File: src/rtl/cfgt_pkg.sv
`timescale 1ns/1ps
package cfgt_pkg;
    typedef enum logic [1:0] {
        ST_IDLE  = 2'd0,
        ST_READ  = 2'd1,
        ST_WRITE = 2'd2
    } cfgt_state_e;
endpackage

File: src/rtl/cfgt_fsm.sv
`timescale 1ns/1ps
module cfgt_fsm
    import cfgt_pkg::*;
#(
    parameter int OFF_W  = 8,
    parameter int DATA_W = 32
) (
    input  logic              clk,
    input  logic              rst_n,
    input  logic              req,
    input  logic              we,
    input  logic [OFF_W-1:0]  off,
    input  logic [DATA_W-1:0] wdata,
    output logic [OFF_W-1:0]  lat_off,
    output logic [DATA_W-1:0] lat_data,
    output logic              ack,
    output logic              rd_active,
    output logic              wr_commit
);
    cfgt_state_e state_q, state_d;

    // state register
    always_ff @(posedge clk) begin
        if (!rst_n) begin
            state_q <= ST_IDLE;
        end else begin
            state_q <= state_d;
        end
    end

    // request capture, only when a request is accepted
    always_ff @(posedge clk) begin
        if (!rst_n) begin
            lat_off  <= '0;
            lat_data <= '0;
        end else if (state_q == ST_IDLE && req) begin
            lat_off  <= off;
            lat_data <= wdata;
        end
    end

    // next state
    always_comb begin
        state_d = state_q;
        unique case (state_q)
            ST_IDLE:  if (req) state_d = we ? ST_WRITE : ST_READ;
            ST_READ:  state_d = ST_IDLE;
            ST_WRITE: state_d = ST_IDLE;
            default:  state_d = ST_IDLE;
        endcase
    end

    // outputs
    always_comb begin
        ack       = 1'b0;
        rd_active = 1'b0;
        wr_commit = 1'b0;
        unique case (state_q)
            ST_IDLE:  ;
            ST_READ:  begin ack = 1'b1; rd_active = 1'b1; end
            ST_WRITE: begin ack = 1'b1; wr_commit = 1'b1; end
            default:  ;
        endcase
    end
endmodule

File: src/rtl/cfgt_regs.sv
`timescale 1ns/1ps
module cfgt_regs #(
    parameter int               OFF_W     = 8,
    parameter int               DATA_W    = 32,
    parameter int               CMD_W     = 2,
    parameter logic [DATA_W-1:0] ID_WORD   = 32'h0001121A,
    parameter logic [DATA_W-1:0] SIZE_MASK = 32'hFF000000,
    parameter logic [OFF_W-1:0] OFF_ID    = 8'h00,
    parameter logic [OFF_W-1:0] OFF_CMD   = 8'h04,
    parameter logic [OFF_W-1:0] OFF_BAR   = 8'h10,
    parameter logic [OFF_W-1:0] OFF_INIT  = 8'h40
) (
    input  logic              clk,
    input  logic              rst_n,
    input  logic [OFF_W-1:0]  lat_off,
    input  logic [DATA_W-1:0] lat_data,
    input  logic              rd_active,
    input  logic              wr_commit,
    output logic [DATA_W-1:0] rdata,
    output logic [CMD_W-1:0]  cmd_q,
    output logic [DATA_W-1:0] bar_q,
    output logic [DATA_W-1:0] init_q,
    output logic              strobe_q
);
    localparam logic [DATA_W-1:0] PROBE = {DATA_W{1'b1}};

    logic sel_cmd, sel_bar, sel_init, sel_id;
    assign sel_id   = (lat_off == OFF_ID);
    assign sel_cmd  = (lat_off == OFF_CMD);
    assign sel_bar  = (lat_off == OFF_BAR);
    assign sel_init = (lat_off == OFF_INIT);

    always_ff @(posedge clk) begin
        if (!rst_n) begin
            cmd_q    <= '0;
            bar_q    <= '0;
            init_q   <= '0;
            strobe_q <= 1'b0;
        end else begin
            strobe_q <= wr_commit && sel_init;
            if (wr_commit) begin
                if (sel_cmd) begin
                    cmd_q <= lat_data[CMD_W-1:0];
                end
                if (sel_bar) begin
                    bar_q <= (lat_data == PROBE) ? SIZE_MASK : lat_data;
                end
                if (sel_init) begin
                    init_q <= lat_data;
                end
            end
        end
    end

    always_comb begin
        rdata = '0;
        if (rd_active) begin
            if (sel_id)        rdata = ID_WORD;
            else if (sel_cmd)  rdata = {{(DATA_W-CMD_W){1'b0}}, cmd_q};
            else if (sel_bar)  rdata = bar_q;
            else if (sel_init) rdata = init_q;
        end
    end
endmodule

File: src/rtl/cfgt_decode.sv
`timescale 1ns/1ps
module cfgt_decode #(
    parameter int DATA_W   = 32,
    parameter int CMD_W    = 2,
    parameter int DEC_BITS = 8,
    parameter int ENA_BIT  = 1
) (
    input  logic [CMD_W-1:0]  cmd,
    input  logic [DATA_W-1:0] bar,
    input  logic [DATA_W-1:0] addr,
    output logic              hit
);
    localparam int TOP = DATA_W - 1;

    logic field_eq;
    assign field_eq = (addr[TOP -: DEC_BITS] == bar[TOP -: DEC_BITS]);
    assign hit      = cmd[ENA_BIT] && field_eq;
endmodule

File: src/rtl/cfgt_target.sv
`timescale 1ns/1ps
module cfgt_target #(
    parameter int OFF_W    = 8,
    parameter int DATA_W   = 32,
    parameter int DEC_BITS = 8
) (
    input  logic              clk,
    input  logic              rst_n,
    input  logic              cfg_req,
    input  logic              cfg_we,
    input  logic [OFF_W-1:0]  cfg_off,
    input  logic [DATA_W-1:0] cfg_wdata,
    output logic              cfg_ack,
    output logic [DATA_W-1:0] cfg_rdata,
    output logic [DATA_W-1:0] init_enable,
    output logic              init_strobe,
    input  logic [DATA_W-1:0] mem_addr,
    output logic              mem_hit
);
    localparam int CMD_W = 2;
    localparam logic [DATA_W-1:0] SIZE_MASK =
        {{DEC_BITS{1'b1}}, {(DATA_W-DEC_BITS){1'b0}}};

    logic [OFF_W-1:0]  lat_off;
    logic [DATA_W-1:0] lat_data;
    logic              rd_active, wr_commit;
    logic [CMD_W-1:0]  cmd_q;
    logic [DATA_W-1:0] bar_q;

    cfgt_fsm #(.OFF_W(OFF_W), .DATA_W(DATA_W)) u_fsm (
        .clk       (clk),
        .rst_n     (rst_n),
        .req       (cfg_req),
        .we        (cfg_we),
        .off       (cfg_off),
        .wdata     (cfg_wdata),
        .lat_off   (lat_off),
        .lat_data  (lat_data),
        .ack       (cfg_ack),
        .rd_active (rd_active),
        .wr_commit (wr_commit)
    );

    cfgt_regs #(
        .OFF_W     (OFF_W),
        .DATA_W    (DATA_W),
        .CMD_W     (CMD_W),
        .SIZE_MASK (SIZE_MASK)
    ) u_regs (
        .clk       (clk),
        .rst_n     (rst_n),
        .lat_off   (lat_off),
        .lat_data  (lat_data),
        .rd_active (rd_active),
        .wr_commit (wr_commit),
        .rdata     (cfg_rdata),
        .cmd_q     (cmd_q),
        .bar_q     (bar_q),
        .init_q    (init_enable),
        .strobe_q  (init_strobe)
    );

    cfgt_decode #(
        .DATA_W   (DATA_W),
        .CMD_W    (CMD_W),
        .DEC_BITS (DEC_BITS),
        .ENA_BIT  (1)
    ) u_dec (
        .cmd  (cmd_q),
        .bar  (bar_q),
        .addr (mem_addr),
        .hit  (mem_hit)
    );
endmodule

File: config.mk
export PLATFORM = sky130hd
export DESIGN_NAME = cfgt_target
export DESIGN_NICKNAME = d
export VERILOG_FILES = /design/src/rtl/cfgt_pkg.sv /design/src/rtl/cfgt_fsm.sv /design/src/rtl/cfgt_regs.sv /design/src/rtl/cfgt_decode.sv /design/src/rtl/cfgt_target.sv
export SDC_FILE = /design/constraint.sdc
export NUM_CORES = 1
export LEC_CHECK = 0
export CORE_MARGIN = 2
export CORE_UTILIZATION = 43
export DETAILED_ROUTE_END_ITERATION = 12
export PLACE_DENSITY = 0.76
export REMOVE_ABC_BUFFERS = 1
export SLEW_MARGIN = 15
export SYNTH_ARGS = -nofsm -noshare
export SYNTH_HDL_FRONTEND = slang
export SYNTH_SLANG_ARGS = --single-unit
File: constraint.sdc
create_clock -name clk -period 1.5 [get_ports clk]
set_input_delay 0.225 -clock clk [delete_from_list [all_inputs] [get_ports clk]]
set_output_delay 0.225 -clock clk [all_outputs]
set_load 0.01 [all_outputs]
* Word-level counts from Yosys, hierarchy flattened
Index checks and enable logic that the tools add are counted.
** Storage, ports and cells
- Register bits after elaboration :: 109
- Latch bits :: 0
- RAM bits :: 0
- Bits in read-only memories :: 0
- Output and inout port bits :: 67
- Word-level logic and storage cells :: 34
- Memories kept :: 0
** Operators by class
- Add/sub/neg operators :: 0
- Multiply operators :: 0
- Div/mod/pow operators :: 0
- Order comparisons :: 0
- Equal/unequal tests :: 7
- Shift-type cells :: 0
- Mux-type cells :: 10
- Bitwise operators :: 0
- Reduce and logical (&&, ||, !) cells :: 10
** Operators with widths (number)
- $mux 32 :: 6
- $eq 32x32->1 const B :: 1
- $eq 8x3->1 const B :: 1
- $eq 8x5->1 const B :: 1
- $eq 8x7->1 const B :: 1
- $eq 8x8->1 :: 1
- $logic_not 8->1 :: 1
- $reduce_and 2->1 :: 4
- $logic_and 1x1->1 :: 3
- $mux 1 :: 3
- $eq 2x1->1 const B :: 1
- $eq 2x2->1 const B :: 1
- $logic_not 2->1 :: 1
- $mux 2 :: 1
- $reduce_or 2->1 :: 1

* Longest topological paths before layout
Gate-level depths: netlist of run 1.
- Word-level depth :: 6
- Mapped depth :: 7
- Depth with buffers taken out :: 5

* Hierarchy
From an unflattened synthesis of run 1, not the netlist that was laid out.
** Second synthesis, totals
- Cell total of the unflattened synthesis :: 541
- Area total of the unflattened synthesis :: 4724.5 µm²
** By module, submodules not included
- cfgt_regs :: instances 1, cells an instance 332, area an instance 2846.5 µm², sequential area each 1341.3 µm²
- cfgt_fsm :: instances 1, cells an instance 197, area an instance 1783.0 µm², sequential area each 840.8 µm²
- cfgt_decode :: instances 1, cells an instance 12, area an instance 95.1 µm², sequential area each 0.0 µm²

* Worst setup path before layout of run 1
Ideal clock, no wire load.
- Path kind :: register -> output
- From :: register u_fsm.lat_off[2]
- To :: output cfg_rdata[1]
- Arrival time :: 1.450 ns
- Data required time :: 1.275 ns
- Path slack :: -0.175 ns
- Stages on the path, launching flop included :: 7
- Path buffers :: 2
- Cells stage by stage :: dfxtp_1 -> nor3_2 -> and3_1 -> buf_2 -> buf_6 -> a21oi_1 -> a211oi_1
** On the way
- Longest elaborated chain between the ends :: 6
- Elaborated cells on any way between the ends :: 9
- Classes of those cells :: 3 x eq/ne; 5 x mux; 1 x reduce/logical
** RTL lines
- start, declared :: RTL line cfgt_fsm.sv:14 : output logic [OFF_W-1:0] lat_off,
- start signal, assigned :: RTL line cfgt_fsm.sv:34 : lat_off <= '0;
- start signal, assigned :: RTL line cfgt_fsm.sv:37 : lat_off <= off;
- $eq 8x7->1 :: RTL line cfgt_regs.sv:31 : assign sel_init = (lat_off == OFF_INIT);
- $mux 32 :: RTL line cfgt_regs.sv:61 : else if (sel_init) rdata = init_q;
- $mux 32 :: RTL line cfgt_regs.sv:60 : else if (sel_bar) rdata = bar_q;
- $mux 32 :: RTL line cfgt_regs.sv:59 : else if (sel_cmd) rdata = {{(DATA_W-CMD_W){1'b0}}, cmd_q};
- $mux 32 (*) :: RTL line cfgt_regs.sv:58 : if (sel_id) rdata = ID_WORD;
- $mux 32 (*) :: RTL line cfgt_regs.sv:57 : if (rd_active) begin
- end, declared :: RTL line cfgt_target.sv:14 : output logic [DATA_W-1:0] cfg_rdata,
Every way passes the cells marked *; elsewhere a longest branch is shown, timed or not.

* Worst setup path in the final report of run 1
- From :: register u_fsm.lat_off[1]
- To :: output cfg_rdata[10]
Same word-level chain as after synthesis.

==> key figures, run 1 <==
Timing
  • Worst-Margin Slew: 373 ps
  • Clock Skew: 9.43 ps
  • Post-route setup slack: -607 ps
  • Max Fclk: 0.475 GHz
  • Min cycle time layout: 2110 ps
  • Slew margin rel.: 75.1%
  • Final setup fails: 100
  • Pins Over Slew Limit: 0
  • Final Hold Viols: 0
  • Min Hold Slack: 301 ps
  • RSZ-0062 raised after global routing: yes
  • Period utilization: 140%

Final layout
  • Share of layout cells above drive strength 1: 45.3%
  • Antenna Cells: 0
  • Fill cells: 732
  • Fin nets: 876
  • Layout Area Growth over Synthesis: 69.6%

Pwr
  • Overall power: 6.43 mW
  • Pwr dens: 769 nW/um2
  • Leak: 3.65 nW
  • Worst vdd ir: 0.629 mV

Floorplan
  • Core area: 11300 um2
  • Die extent in x: 111 um
  • Die height: 111 um
  • DIE AREA: 12300 um2
  • I/O pin total: 143
  • Initial Util: 43.6%
  • Row count: 39

Global routing
  • Initial antenna violation count: 0
  • Largest net degree at the start of global routing: 67
  • Total grt overflow: 0
  • First-pass GRT wire length: 25.3 mm
  • Tot GR Track Use: 25.4%
  • Vias in the first global route: 5047

Worst hold path
  • Hold crit path type: input port to flop

Worst setup path
  • CP Launch Type: flop
  • Worst EP required: 1270 ps
  • Max FO, Critical Path: 8
  • Arrival @ worst endpoint: 1880 ps
  • Endpoint class of the critical path: primary output
  • Critical path class: flop to primary output

Detailed routing
  • Routed len/inst: 20.6 um
  • Vias: 5460
  • Iter 0 DRT Violations: 496
  • DRT antenna net count: 0
  • First-pass iteration count of the detailed router: 6
  • DRC violations left: 0
  • Drt via density: 5.78
  • Final wirelength: 19.4 mm

Clocking
  • CTS tree: done
  • Num CTS Buffers: 9
  • Root buf cell: clkbuf_16
  • Clk pin slew, worst setup/hold paths: 80 ps
  • Clk sinks: 109
  • Clk_lat worst skew: 350 ps
  • Hold_buf cts: 0
  • H-Tree Depth: 3
  • Clock tree buffer depth: 2

Logic synthesis
  • Cell area after synthesis: 4930 um2
  • Async set or reset register ratio after synthesis: 0%
  • Register bit total from synthesis: 109
  • Sequential share of the synthesized area: 44.2%
  • Post-synth top flop: dfxtp_1
  • Synth area leaders: dfxtp_1 44%, nand2_1 13%, a21boi_0 7.8%, nand3_1 5.9%, a21boi_1 4.4%
  • Top cell type's share of synthesized area: 44.2%
  • Syn avg cell area: 8.21 um2
  • Gate Count Post-Synth: 601
  • Yosys cell types: 41
  • Yosys synthesis warning count: 0
  • EDFF count, synth: 0
  • Cell taking the most area after synthesis: dfxtp_1

Placement
  • RePlAce Congestion: 0.952
  • Dpl hpwl: 9.97 mm
  • Port-buffer cells: 118

Outcome
  • Failing checks: negative setup slack
  • Status: finished with violations

Flow run
  • # Max-Cap Violations: 0
## sequential cells by signal, indices dropped and copies added, names as in the netlist
| signal | flops |
|---|---|
| u_regs.cmd_q | 2 |
| u_fsm.lat_off | 8 |
| u_regs.strobe_q | 1 |
| u_regs.bar_q | 32 |
| u_fsm.lat_data | 32 |
| u_regs.init_q | 32 |
| u_fsm.state_q | 2 |
## layer usage
layer | global-route usage (%) | share of wire, % | up-vias
li1 | - | - | 2449
met1 | 31.8 | 38 | 2620
met2 | 45.1 | 51 | 312
met3 | 3.72 | 7.3 | 79
met4 | 7.98 | 3.9 | 0
met5 | 0 | 0 | -
## what timing repair did
item,4_1_cts,5_1_grt
gates resized for setup,266,189
pin swaps,51,97
buffers inserted,15,14
endpoints found under the setup margin,76,151
gates cloned,8,5
## logic make-up (layout without fill, tap and decap cells)
kind of cell    Yosys count  count (layout)  synth area share, %
fa+ha+maj                 3               3                0.761
buf+inv                  52             252                 5.61
compound gates          136             136                 21.1
mux                       4               4                0.837
simple gates            289             289                 26.1
xor+xnor                  8               8                 1.42
flops                   109             109                 44.2
## path summary, 6_finish.rpt
path | from | endpoint | slack (ps) | cells past startpoint
max reg2reg | u_fsm.lat_off[1] | u_regs.init_q[11] | -480 | 10
min reg2reg | u_regs.bar_q[21] | u_regs.bar_q[21] | 480 | 2
max | u_fsm.lat_off[1] | cfg_rdata[10] | -610 | 7
min | rst_n | u_fsm.lat_data[21] | 300 | 2
## cell usage after synthesis, drive strengths merged, types with 5 or more instances
| cell type | n |
|---|---|
| a21boi | 80 |
| dfxtp | 109 |
| xnor2 | 5 |
| buf | 21 |
| a22oi | 26 |
| nand4 | 11 |
| clkbuf | 28 |
| nand3 | 58 |
| o21ai | 22 |
| nor2 | 29 |
| nand2 | 173 |
## cell type report
type	count	area, um2	share of cell area, %
inverters	3	11.3	0.135
multi-input cells	440	3230	38.7
clock buffers	9	225	2.69
clock inverters	6	48.8	0.583
flip-flops and latches	109	2220	26.6
repair buffers	234	2440	29.2
well taps	143	179	2.14
## where the power goes
group | leakage, nW | switching, mW | internal [mW] | total (mW)
logic | 2.63 | 0.536 | 0.556 | 1.09
clock network | 0.130 | 1.16 | 1.14 | 2.30
registers | 0.896 | 0.0676 | 2.97 | 3.04
## through the flow
stage                     setup slack [ps]  utilization [%]  TNS (ps)  std cells  area (um2)
after floorplan                       -534                -    -32690        552        4670
after global placement                -518             59.6    -16650        892        6740
after detailed placement              -591             59.6    -19570        892        6740
after CTS                             -529             66.1    -24860        928        7480
after global routing                  -662             73.9    -47790        944        8360
final                                 -607             73.9    -42500        944        8360
## critical path, stage by stage, from the launching register on
cell     delay, ps
dfxtp_2        340
nor3_4         250
and3_4         280
buf_6          150
buf_16         140
a22oi_1         90
nor2_1         120
buf_2          150
## cell usage in the layout (no fill, tap or decap), drive strengths merged, types with 2 or more instances in the layout
| master | synthesis | layout |
|---|---|---|
| nand2 | 173 | 173 |
| buf | 21 | 147 |
| dfxtp | 109 | 109 |
| a21boi | 80 | 80 |
| nand3 | 58 | 58 |
| clkdlybuf4s50 | 0 | 48 |
| nor2 | 29 | 29 |
| a22oi | 26 | 26 |
| dlymetal6s2s | 0 | 25 |
| o21ai | 22 | 22 |
| clkbuf | 28 | 13 |
| nand4 | 11 | 11 |
| dlygate4sd2 | 0 | 10 |
| xnor2 | 5 | 5 |
| inv | 3 | 5 |
| xor2 | 3 | 3 |
| mux2i | 3 | 3 |
| and3 | 3 | 3 |
| and2 | 3 | 3 |
| ha | 3 | 3 |
| nor3 | 2 | 2 |
| nor2b | 2 | 2 |
| and4 | 2 | 2 |
| or4 | 2 | 2 |
| o31ai | 2 | 2 |
| clkinvlp | 0 | 2 |
| nor4 | 2 | 2 |
| clkinv | 0 | 2 |
No activity file was read; power rests on OpenSTA's default activity.
==> run 2, diff against run 1 <==
CTS_BUF_LIST = sky130_fd_sc_hd__clkbuf_16   (was default)
==> results of run 2 <==
No change in the layout: final DEF, timing and power equal those of run 1.
